**config.mk**
```make
export PLATFORM = sky130hd
export DESIGN_NAME = pattern_addr_seq
export DESIGN_NICKNAME = d
export VERILOG_FILES = /design/src/rtl/seq_pkg.sv /design/src/rtl/seq_stream.sv /design/src/rtl/pattern_addr_seq.sv
export SDC_FILE = /design/constraint.sdc
export NUM_CORES = 1
export LEC_CHECK = 0
export ABC_AREA = 1
export CAP_MARGIN = 25
export CORE_UTILIZATION = 55
export CTS_CLUSTER_DIAMETER = 80
export DETAILED_ROUTE_END_ITERATION = 10
export PLACE_DENSITY = 0.74
export SLEW_MARGIN = 20
export SYNTH_ARGS = -nofsm -noshare
export SYNTH_HDL_FRONTEND = slang
export SYNTH_HIERARCHICAL = 1
export SYNTH_SLANG_ARGS = --single-unit
```
**constraint.sdc**
```tcl
create_clock -name clk -period 18.5 [get_ports clk]
set_input_delay 3.7 -clock clk [delete_from_list [all_inputs] [get_ports clk]]
set_output_delay 3.7 -clock clk [all_outputs]
set_load 0.05 [all_outputs]
```
**src/rtl/seq_pkg.sv**
```systemverilog
package seq_pkg;

  typedef enum logic [1:0] {
    K_LIN  = 2'd0,
    K_ROW  = 2'd1,
    K_COL  = 2'd2,
    K_WAIT = 2'd3
  } kind_e;

  // Position of one element inside a pattern, before the problem offset.
  // For K_ROW: outer = row, inner = column.
  // For K_COL: outer = column, inner = row.
  function automatic logic [31:0] pat_offset(kind_e k, logic [31:0] base,
                                             logic [31:0] ncols,
                                             logic [31:0] inner,
                                             logic [31:0] outer);
    case (k)
      K_ROW:   return base + outer * ncols + inner;
      K_COL:   return base + inner * ncols + outer;
      default: return base + inner;
    endcase
  endfunction

  function automatic logic [31:0] region_base(logic [31:0] prob, logic [31:0] region);
    return prob * region;
  endfunction

endpackage

```
**src/rtl/seq_stream.sv**
```systemverilog
module seq_stream
  import seq_pkg::*;
#(
  parameter int AW     = 10,
  parameter int DW     = 4,
  parameter int OPW    = 2,
  parameter int PCW    = 3,
  parameter int NPROB  = 3,
  parameter int REGION = 64,
  parameter int IW     = 3 + OPW + 2 * AW + 2 * DW
) (
  input  logic           clk,
  input  logic           rst_n,
  input  logic           go,
  input  logic [IW-1:0]  word_i,
  output logic [PCW-1:0] pc_o,
  output logic [AW-1:0]  addr_o,
  output logic           vld_o,
  output logic [OPW-1:0] op_o,
  output logic           active_o
);
  localparam int F_OP   = 3;
  localparam int F_BASE = F_OP + OPW;
  localparam int F_LEN  = F_BASE + AW;
  localparam int F_ROWS = F_LEN + AW;
  localparam int F_COLS = F_ROWS + DW;
  localparam int CW     = (AW > DW) ? AW : DW;
  localparam int PBW    = (NPROB > 1) ? $clog2(NPROB) : 1;

  kind_e          kind;
  logic           last_f;
  logic [OPW-1:0] op_f;
  logic [AW-1:0]  base_f, len_f;
  logic [DW-1:0]  rows_f, cols_f;

  assign kind   = kind_e'(word_i[1:0]);
  assign last_f = word_i[2];
  assign op_f   = word_i[F_OP +: OPW];
  assign base_f = word_i[F_BASE +: AW];
  assign len_f  = word_i[F_LEN +: AW];
  assign rows_f = word_i[F_ROWS +: DW];
  assign cols_f = word_i[F_COLS +: DW];

  logic           active;
  logic [PCW-1:0] pc;
  logic [PBW-1:0] prob;
  logic [CW-1:0]  inner, outer;

  // Named events for assertions
  logic [CW-1:0] inner_max, outer_max;
  logic          pat_end, pass_end, sweep_end, prob_last;

  always_comb begin
    case (kind)
      K_ROW: begin
        inner_max = CW'(cols_f);
        outer_max = CW'(rows_f);
      end
      K_COL: begin
        inner_max = CW'(rows_f);
        outer_max = CW'(cols_f);
      end
      default: begin
        inner_max = CW'(len_f);
        outer_max = '0;
      end
    endcase
  end

  assign pat_end   = active && (inner == inner_max) && (outer == outer_max);
  assign pass_end  = pat_end && last_f;
  assign prob_last = (32'(prob) == NPROB - 1);
  assign sweep_end = pass_end && prob_last;

  logic [31:0] elem_pos, full_pos;
  assign elem_pos = pat_offset(kind, 32'(base_f), 32'(cols_f) + 32'd1,
                               32'(inner), 32'(outer));
  assign full_pos = elem_pos + region_base(32'(prob), 32'(REGION));

  assign addr_o   = full_pos[AW-1:0];
  assign vld_o    = active && (kind != K_WAIT);
  assign op_o     = vld_o ? op_f : '0;
  assign pc_o     = pc;
  assign active_o = active;

  always_ff @(posedge clk or negedge rst_n) begin
    if (!rst_n) begin
      active <= 1'b0;
      pc     <= '0;
      prob   <= '0;
      inner  <= '0;
      outer  <= '0;
    end else if (!active) begin
      if (go) begin
        active <= 1'b1;
        pc     <= '0;
        prob   <= '0;
        inner  <= '0;
        outer  <= '0;
      end
    end else if (pat_end) begin
      inner <= '0;
      outer <= '0;
      if (last_f) begin
        pc <= '0;
        if (prob_last) begin
          prob   <= '0;
          active <= 1'b0;
        end else begin
          prob <= prob + 1'b1;
        end
      end else begin
        pc <= pc + 1'b1;
      end
    end else if (inner == inner_max) begin
      inner <= '0;
      outer <= outer + 1'b1;
    end else begin
      inner <= inner + 1'b1;
    end
  end

  AST_PROB_RANGE: assert property (@(posedge clk) disable iff (!rst_n)
    active |-> (32'(prob) < NPROB));
  AST_INNER_LIMIT: assert property (@(posedge clk) disable iff (!rst_n)
    active |-> (inner <= inner_max && outer <= outer_max));
  AST_PC_HOLD: assert property (@(posedge clk) disable iff (!rst_n)
    (active && !pat_end) |=> (pc == $past(pc)));
  AST_NEXT_PASS: assert property (@(posedge clk) disable iff (!rst_n)
    (pass_end && !sweep_end) |=> (active && pc == '0 && prob != $past(prob)));
  AST_SWEEP_STOP: assert property (@(posedge clk) disable iff (!rst_n)
    sweep_end |=> !vld_o);
  AST_UNIT_STEP: assert property (@(posedge clk) disable iff (!rst_n)
    (active && (kind == K_LIN || kind == K_ROW) && inner != '0)
      |-> (addr_o == AW'($past(addr_o) + AW'(1))));
  AST_COL_STRIDE: assert property (@(posedge clk) disable iff (!rst_n)
    (active && kind == K_COL && inner != '0)
      |-> (addr_o == AW'($past(addr_o) + AW'(cols_f) + AW'(1))));

endmodule

```
**src/rtl/pattern_addr_seq.sv**
```systemverilog
module pattern_addr_seq #(
  parameter int AW     = 10,
  parameter int DW     = 4,
  parameter int OPW    = 2,
  parameter int PCW    = 3,
  parameter int NPROB  = 3,
  parameter int REGION = 64,
  parameter int NSTR   = 4,
  localparam int IW    = 3 + OPW + 2 * AW + 2 * DW
) (
  input  logic                clk,
  input  logic                rst_n,
  input  logic                start,
  output logic                busy,
  output logic [NSTR*PCW-1:0] prog_addr,
  input  logic [NSTR*IW-1:0]  prog_word,
  output logic [NSTR*AW-1:0]  addr_out,
  output logic [NSTR-1:0]     addr_vld,
  output logic [NSTR*OPW-1:0] op_sel
);
  logic [NSTR-1:0] str_active;
  logic            go;

  assign busy = |str_active;
  assign go   = start && !busy;

  for (genvar g = 0; g < NSTR; g++) begin : g_str
    seq_stream #(
      .AW(AW), .DW(DW), .OPW(OPW), .PCW(PCW),
      .NPROB(NPROB), .REGION(REGION), .IW(IW)
    ) u_stream (
      .clk      (clk),
      .rst_n    (rst_n),
      .go       (go),
      .word_i   (prog_word[g*IW +: IW]),
      .pc_o     (prog_addr[g*PCW +: PCW]),
      .addr_o   (addr_out[g*AW +: AW]),
      .vld_o    (addr_vld[g]),
      .op_o     (op_sel[g*OPW +: OPW]),
      .active_o (str_active[g])
    );
  end

  AST_START_TAKEN: assert property (@(posedge clk) disable iff (!rst_n)
    (start && !busy) |=> busy);
  AST_IDLE_SILENT: assert property (@(posedge clk) disable iff (!rst_n)
    !busy |-> (addr_vld == '0));

endmodule

```
# --- Yosys cells after proc, flatten, opt, wreduce, memory -nomap -nowiden ---
# Index checks and enable logic that the tools add are counted.
op_classes:
  n_addsub: 44
  n_mul: 8
  eq_ne: 36
  muxes: 88
  n_reduce_logical: 31
op_table:
  columns: ["op", "count"]
  rows:
  - ["2-to-1 mux 10 bit", 25]
  - ["adder 10 bit", 20]
  - ["case mux 10 bit (2 select lines)", 8]
  - ["adder 10 x 1 -> 10 bit (second input constant)", 8]
  - ["multiplier 10 x 5 -> 10 bit", 8]
  - ["2-to-1 mux 2 bit", 21]
  - ["adder 10 x 8 -> 10 bit", 4]
  - ["equality test 10 bit", 4]
  - ["equality test 10 x 4 -> 1 bit", 4]
  - ["2-to-1 mux 3 bit", 13]
  - ["case mux 4 bit (2 select lines)", 4]
  - ["!= test 2 bit (second input constant)", 12]
  - ["adder 4 x 1 -> 5 bit (second input constant)", 4]
  - ["2-to-1 mux 1 bit", 17]
  - ["equality test 2 bit (second input constant)", 8]
  - ["AND reduction 2 bit", 8]
  - ["logical AND 1 bit", 13]
  - ["adder 3 x 1 -> 3 bit (second input constant)", 4]
  - ["!= test 3 bit (second input constant)", 4]
  - ["AND reduction 3 bit", 4]
  - ["adder 2 x 1 -> 2 bit (second input constant)", 4]
  - ["equality test 2 x 1 -> 1 bit (second input constant)", 4]
  - ["nonzero test 2 bit", 4]
  - ["OR reduction 4 bit", 1]
  - ["logical NOT 1 bit", 1]
totals:
  ff_bits: 104
  input_bits: 135
  wordCells: 227

# --- Depth between registers and ports, before layout ---
# Gate-level depths: netlist of the first run.
logic_depth:
  word_depth: 7
  mapped_depth: 32

# --- Hierarchy ---
# Netlist of the first run, hierarchy kept.
by_module_without_submodules:
  columns: ["mod", "n_inst", "cells_each", "area_per_inst_um2", "seq_area_each_um2"]
  rows:
  - ["seq_stream at g_str[3].u_stream", 1, 861, 5895.7, 650.6]
  - ["seq_stream at g_str[1].u_stream", 1, 867, 5881.9, 650.6]
  - ["seq_stream at g_str[2].u_stream", 1, 850, 5860.6, 650.6]
  - ["seq_stream at g_str[0].u_stream", 1, 853, 5829.3, 650.6]
  - ["pattern_addr_seq", 1, 5, 21.3, 0.0]

# --- Worst setup path after synthesis of the first run ---
# OpenSTA, ideal clock, no wires.
synth_timing:
  path_type: "input port to output port"
  startpoint: "in prog_word[62]"
  endpoint: "out addr_out[18]"
  arrival_ns: 9.012
  required_ns: 14.800
  path_slack_ns: 5.788
  cell_stages: 26
  n_path_buf: 2
  cell_sequence: "ha_1 -> buf_2 -> buf_1 -> nand2_1 -> inv_1 -> fa_1 -> inv_1 -> fa_1 -> inv_1 -> fa_1 -> inv_1 -> fa_1 -> inv_1 -> ha_1 -> nand2_1 -> nand2_1 -> nand2_1 -> nand2_1 -> a21oi_1 -> xor2_1 -> o21ai_0 -> inv_1 -> o21ai_0 -> inv_1 -> fa_1 -> xor2_1"
synth_via:
  elab_chain_cells: 6
  elab_cells_between_ends: 9
synth_rtl:
  columns: ["item", "line", "rtl"]
  rows:
  - ["start: declaration", "pattern_addr_seq.sv:16", "input logic [NSTR*IW-1:0] prog_word,"]
  - ["adder 4 x 1 -> 5 bit *", "seq_stream.sv:76", "assign elem_pos = pat_offset(kind, 32'(base_f), 32'(cols_f) + 32'd1,"]
  - ["multiplier 10 x 5 -> 10 bit (on tied branches)", "seq_pkg.sv:19, seq_pkg.sv:18", null]
  - ["adder 10 bit (on tied branches) (2 in series)", "seq_pkg.sv:19, seq_pkg.sv:18", null]
  - ["case mux 10 bit (2 select lines) *", "seq_pkg.sv:17", "case (k)"]
  - ["adder 10 x 8 -> 10 bit *", "seq_stream.sv:78", "assign full_pos = elem_pos + region_base(32'(prob), 32'(REGION));"]
  - ["end: declaration", "pattern_addr_seq.sv:17", "output logic [NSTR*AW-1:0] addr_out,"]
# Mark *: on every way between the ends. The rest lies on a longest branch, timed or not.

# --- Worst setup path after layout of the first run ---
layout_timing:
  startpoint: "in prog_word[62]"
  endpoint: "out addr_out[19]"
# Same word-level chain as after synthesis.

==> impl_metrics.json, run 1 <==
{
  "multi_input_area_mm2": 0.0173,
  "cts_root_buf": "clkbuf_16",
  "htreeDepth": 3,
  "vias": 23200,
  "antenna_found_initial": 1,
  "worstMarginPinSlew_ns": 1.03,
  "dp.cells": 4101,
  "synth_flop_cell": "dfrtp_1",
  "ys_top_cells_by_area": "fa_1 23%, inv_1 13%, nand2_1 13%",
  "wirelength_um": 74200,
  "syn_avg_cell_area_um2": 6.84,
  "max_slew_margin_pct": 31.5,
  "yosysUniqueCellTypes": 55,
  "dieArea_mm2": 0.0435,
  "fin_crit_sh_pct": 79.8,
  "yosys_register_bits": 104,
  "cts_tree": "built",
  "grt.total_usage_pct": 34.7,
  "cts_buffer_depth": 2,
  "coreArea_mm2": 0.0420,
  "synth_top_area_share_pct": 22.5,
  "seq_area_mm2": 0.00260,
  "grt_start_max_net_pins": 59,
  "final_area_mm2": 0.0261,
  "initial_utilization_pct": 55.9,
  "fillers": 3962,
  "yosysTopAreaCell": "fa_1",
  "top_layer": "met5",
  "critical_path.max_stage_delay_ns": 1.02,
  "required_ns": 14.80,
  "port_buffers": 199,
  "setup_viol": 0,
  "status": "finished, final reports clean",
  "fin_crit_ns": 14.76,
  "post_cts_buffers": 0,
  "numCtsBuffers": 9,
  "drive_gt1_share_pct": 2.74,
  "yosysMostFrequentCell": "inv_1",
  "path_clk_slew_ns": 0.09,
  "rows": 75,
  "clock_skew_ns": 0.0127,
  "syn_inst": 3436,
  "met3_length_um": 6010,
  "fmax_ghz": 0.0678,
  "post-route-drc-count": 0,
  "netlist_area_mm2": 0.0235,
  "cts_resized": 0,
  "stdcell_count": 4117,
  "min_path_type": "reg -> reg",
  "antenna_left": 0,
  "cp_max_fo": 20,
  "synth.net_count": 4035,
  "gp_congestion": 1.04,
  "hold_viol_final": 0,
  "postPlaceCellArea_mm2": 0.0257,
  "synthArstFlopShare_pct": 100,
  "grt.overflow.total": 0,
  "slew_violations": 0,
  "synth-edff-count": 0,
  "wl_met2_um": 33500,
  "wl_per_cell_um": 18.0,
  "final_nets": 4172,
  "via_per_inst": 5.63,
  "cts_hold_buf": 0,
  "firstDrtPassIters": 6,
  "dp_hpwl_um": 61200,
  "grt_pass1_vias": 23000,
  "crit_type": "in -> out",
  "drt_iter0_markers": 1968,
  "clock_latency_ns": 0.36,
  "ys_seq_area_share_pct": 11.1,
  "synthToLayoutAreaGrowth_pct": 11.0,
  "rsz0062_at_grt": "no",
  "crit_arrival_ns": 11.06,
  "synth_common_cells": "802 x inv_1, 786 x nand2_1, 264 x fa_1",
  "crit_slowest_cell": "clkdlybuf4s50_1",
  "grt_pass1_wl_um": 119000,
  "met1Wirelength_um": 30400,
  "finalSetupTns_ns": 0,
  "pin_count": 200,
  "antenna_cells": 0,
  "startpoint_type": "input pin",
  "drv_cap": 0,
  "yosysWarnings": 6,
  "die_w_um": 209,
  "end_kind": "primary output",
  "die_h_um": 209,
  "cts.sinks": 104
}
==> state kept, by name, indices dropped and copies added (netlist names) <==
register	count
g_str.u_stream/active_o	4
g_str.u_stream/inner	40
g_str.u_stream/outer	40
g_str.u_stream/pc_o	12
g_str.u_stream/prob	8
==> logic make-up (layout without fill, tap and decap cells) <==
kind of cell | count (synthesis) | in the layout | share of synthesized area [%]
AO/OA/AOI/OAI | 393 | 393 | 9.53
AND/OR/NAND/NOR | 1447 | 1447 | 26.6
adder cells (fa/ha/maj) | 464 | 464 | 33.2
buffers and inverters | 908 | 1050 | 15.1
flip-flops | 104 | 104 | 11.1
XOR/XNOR | 120 | 120 | 4.47
==> worst paths after layout <==
path	cells after the start	end	startpoint	slack [ns]
worst max-delay path	29	addr_out[19]	prog_word[62]	3.74
worst min-delay path	2	g_str[1].u_stream/pc_o[1]	g_str[1].u_stream/pc_o[1]	0.53
worst max register to register	8	g_str[1].u_stream/outer[1]	g_str[0].u_stream/active_o	15.83
worst min register to register	2	g_str[1].u_stream/pc_o[1]	g_str[1].u_stream/pc_o[1]	0.53
max in group asynchronous	2	g_str[3].u_stream/inner[3]	rst_n	13.87
min in group asynchronous	1	g_str[2].u_stream/inner[9]	rst_n	3.34
==> layout make-up <==
type	instances	area share, %
Inverter	831	12.0
Clock buffer	9	0.864
Tap cell	539	2.59
Timing Repair Buffer	203	7.75
Multi-Input combinational cell	2424	66.5
Clock inverter	7	0.360
Sequential cell	104	9.99
==> per-layer routing <==
metal,global-route usage (%),up-vias
met4,17.3,2
li1,-,10900
met3,5.14,260
met1,45.1,11000
met5,0,-
met2,56.7,1072
==> per-stage QoR <==
stage          util, %  hold WS, ns  setup WS, ns
2_1_floorplan        -        0.490          5.79
3_5_place_dp      61.2        0.514          3.79
4_1_cts           62.0        0.535          3.77
6_report          62.0        0.528          3.74
5_1_grt           62.0        0.566          3.26
3_3_place_gp      61.2        0.491          3.97
==> layout by cell type, fill, tap and decap left out, types with 106 or more instances in the layout <==
master | netlist | final
inv_1 | 802 | 802
xor2_1 | 106 | 106
a21oi_1 | 120 | 120
nand2_1 | 786 | 786
o21ai_0 | 127 | 127
ha_1 | 200 | 200
clkdlybuf4s50_1 | 0 | 198
nand3_1 | 220 | 220
nor2_1 | 250 | 250
fa_1 | 264 | 264
==> critical path, delay by kind of cell <==
family | cells | cell delay (ns)
compound gates | 5 | 0.95
simple gates | 9 | 1.00
fa+ha+maj | 7 | 3.05
buf+inv | 8 | 2.35
Power of run 1 is not shown: default switching activity piles up to over one toggle a cycle in this logic, so the estimate is an artifact.
==> run 2, diff against run 1 <==
clock period = 13.95 ns   (was 18.5 ns; I/O delays follow)
==> run 2 against run 1 <==
Cell area about the same. Wire length decreased by 1.5%. Setup slack got worse by 2.3 ns. Critical endpoint unchanged.
==> impl_metrics.json, run 2 (same netlist as run 1, synthesis figures left out) <==
{
  "status": "finished, final reports clean",
  "crit_path_frequent_cell": "nand2_1",
  "antenna_cells": 0,
  "startpoint_type": "input pin",
  "rsz0062_at_grt": "no",
  "post_cts_buffers": 0,
  "initial_utilization_pct": 55.9,
  "grt_start_max_net_pins": 61,
  "slew_violations": 0,
  "gp_congestion": 1.01,
  "cp_max_fo": 20,
  "firstDrtPassIters": 6,
  "path_clk_slew_ns": 0.08,
  "crit_slowest_cell": "clkdlybuf4s50_1",
  "r2r-start": "g_str[2].u_stream/active_o",
  "final_nets": 4174,
  "wl_per_cell_um": 17.7,
  "numCtsBuffers": 9,
  "crit_type": "in -> out",
  "pin_count": 200,
  "die_h_um": 209,
  "max_slew_margin_pct": 31.6,
  "min_path_type": "reg -> reg",
  "worstMarginPinSlew_ns": 1.03,
  "critical_path.max_stage_delay_ns": 0.79,
  "vias": 23000,
  "fin_crit_ns": 12.51,
  "dp_hpwl_um": 60500,
  "fmax_ghz": 0.0799,
  "port_buffers": 199,
  "grt.overflow.total": 0,
  "dieArea_mm2": 0.0435,
  "fin_crit_sh_pct": 89.7,
  "r2r_cells": 9,
  "finalSetupTns_ns": 0,
  "path_delay_family": "adder cells",
  "die_w_um": 209,
  "crit_arrival_ns": 9.72,
  "cts_resized": 0,
  "required_ns": 11.16,
  "drive_gt1_share_pct": 2.74,
  "hold_viol_final": 0,
  "synthToLayoutAreaGrowth_pct": 11.0,
  "antenna_found_initial": 1,
  "clock_skew_ns": 0.0129,
  "grt_pass1_wl_um": 118000,
  "drv_cap": 0,
  "rr_endpoint": "g_str[1].u_stream/outer[7]",
  "setup_viol": 0,
  "grt.total_usage_pct": 34.2,
  "hold_depth": 2,
  "critPathBufInv": 8,
  "final_common_cell": "inv_1",
  "wirelength_um": 73100,
  "min_to": "g_str[2].u_stream/pc_o[1]",
  "rows": 75,
  "cts.sinks": 104,
  "coreArea_mm2": 0.0420,
  "antenna_left": 0,
  "rrSetupSlack_ns": 11.43,
  "clock_latency_ns": 0.36,
  "cts_buffer_depth": 2,
  "end_kind": "primary output",
  "fillers": 3885,
  "mostFrequentLayoutCells": "802 x inv_1, 786 x nand2_1, 264 x fa_1, 250 x nor2_1, 220 x nand3_1",
  "cts_hold_buf": 0,
  "post-route-drc-count": 0,
  "hold_start": "g_str[2].u_stream/pc_o[1]",
  "drt_iter0_markers": 1945,
  "cts_tree": "built",
  "via_per_inst": 5.57,
  "cts_root_buf": "clkbuf_16",
  "grt_pass1_vias": 22900,
  "htreeDepth": 3
}
-- run 2: worst register-to-register path, delay by kind of cell (launching register included) --
family / cells / cell delay, ns
and+or+nand+nor: 6 / 1.22
DFF: 1 / 0.59
buffers and inverters: 2 / 0.55
AOI/OAI and AO/OA: 1 / 0.07
-- run 2: cell type report --
type | count | area (µm²) | share of cell area, %
clock inverter | 5 | 87.6 | 0.336
timing repair buffer | 205 | 2030 | 7.80
sequential | 104 | 2600 | 9.98
multi-input combinational | 2424 | 17300 | 66.4
tap | 539 | 674 | 2.59
clock buffer | 11 | 233 | 0.892
inverter | 831 | 3120 | 12.0
-- run 2: routing by layer --
| layer | GRT usage (%) | up-vias | part of all wire, % |
|---|---|---|---|
| met4 | 17.8 | 0 | 5.3 |
| met2 | 55.5 | 1050 | 45 |
| met5 | 0 | - | 0 |
| li1 | - | 10900 | - |
| met1 | 44.8 | 10800 | 42 |
| met3 | 4.31 | 211 | 7.9 |
-- run 2: worst max path at each step --
stage	cells after the start	endpoint	start	slack, ns
after floorplan	26	addr_out[18]	prog_word[62]	3.06
after global placement	29	addr_out[19]	prog_word[62]	1.62
after detailed placement	27	addr_out[18]	prog_word[62]	1.46
after CTS	29	addr_out[19]	prog_word[62]	1.46
after global routing	29	addr_out[19]	prog_word[62]	1.03
final	29	addr_out[19]	prog_word[62]	1.44
-- run 2: through the flow --
stage	utilization, %	hold WS, ns	cell area, µm²	instances	worst slack, ns
final	62.0	0.527	26100	4119	1.44
after detailed placement	61.3	0.510	25800	4103	1.46
after global routing	62.0	0.544	26100	4119	1.03
after global placement	61.3	0.489	25800	4103	1.62
after CTS	62.0	0.531	26100	4119	1.46
after floorplan	-	0.490	23500	3436	3.06
Power of run 2 is left out for the same reason.
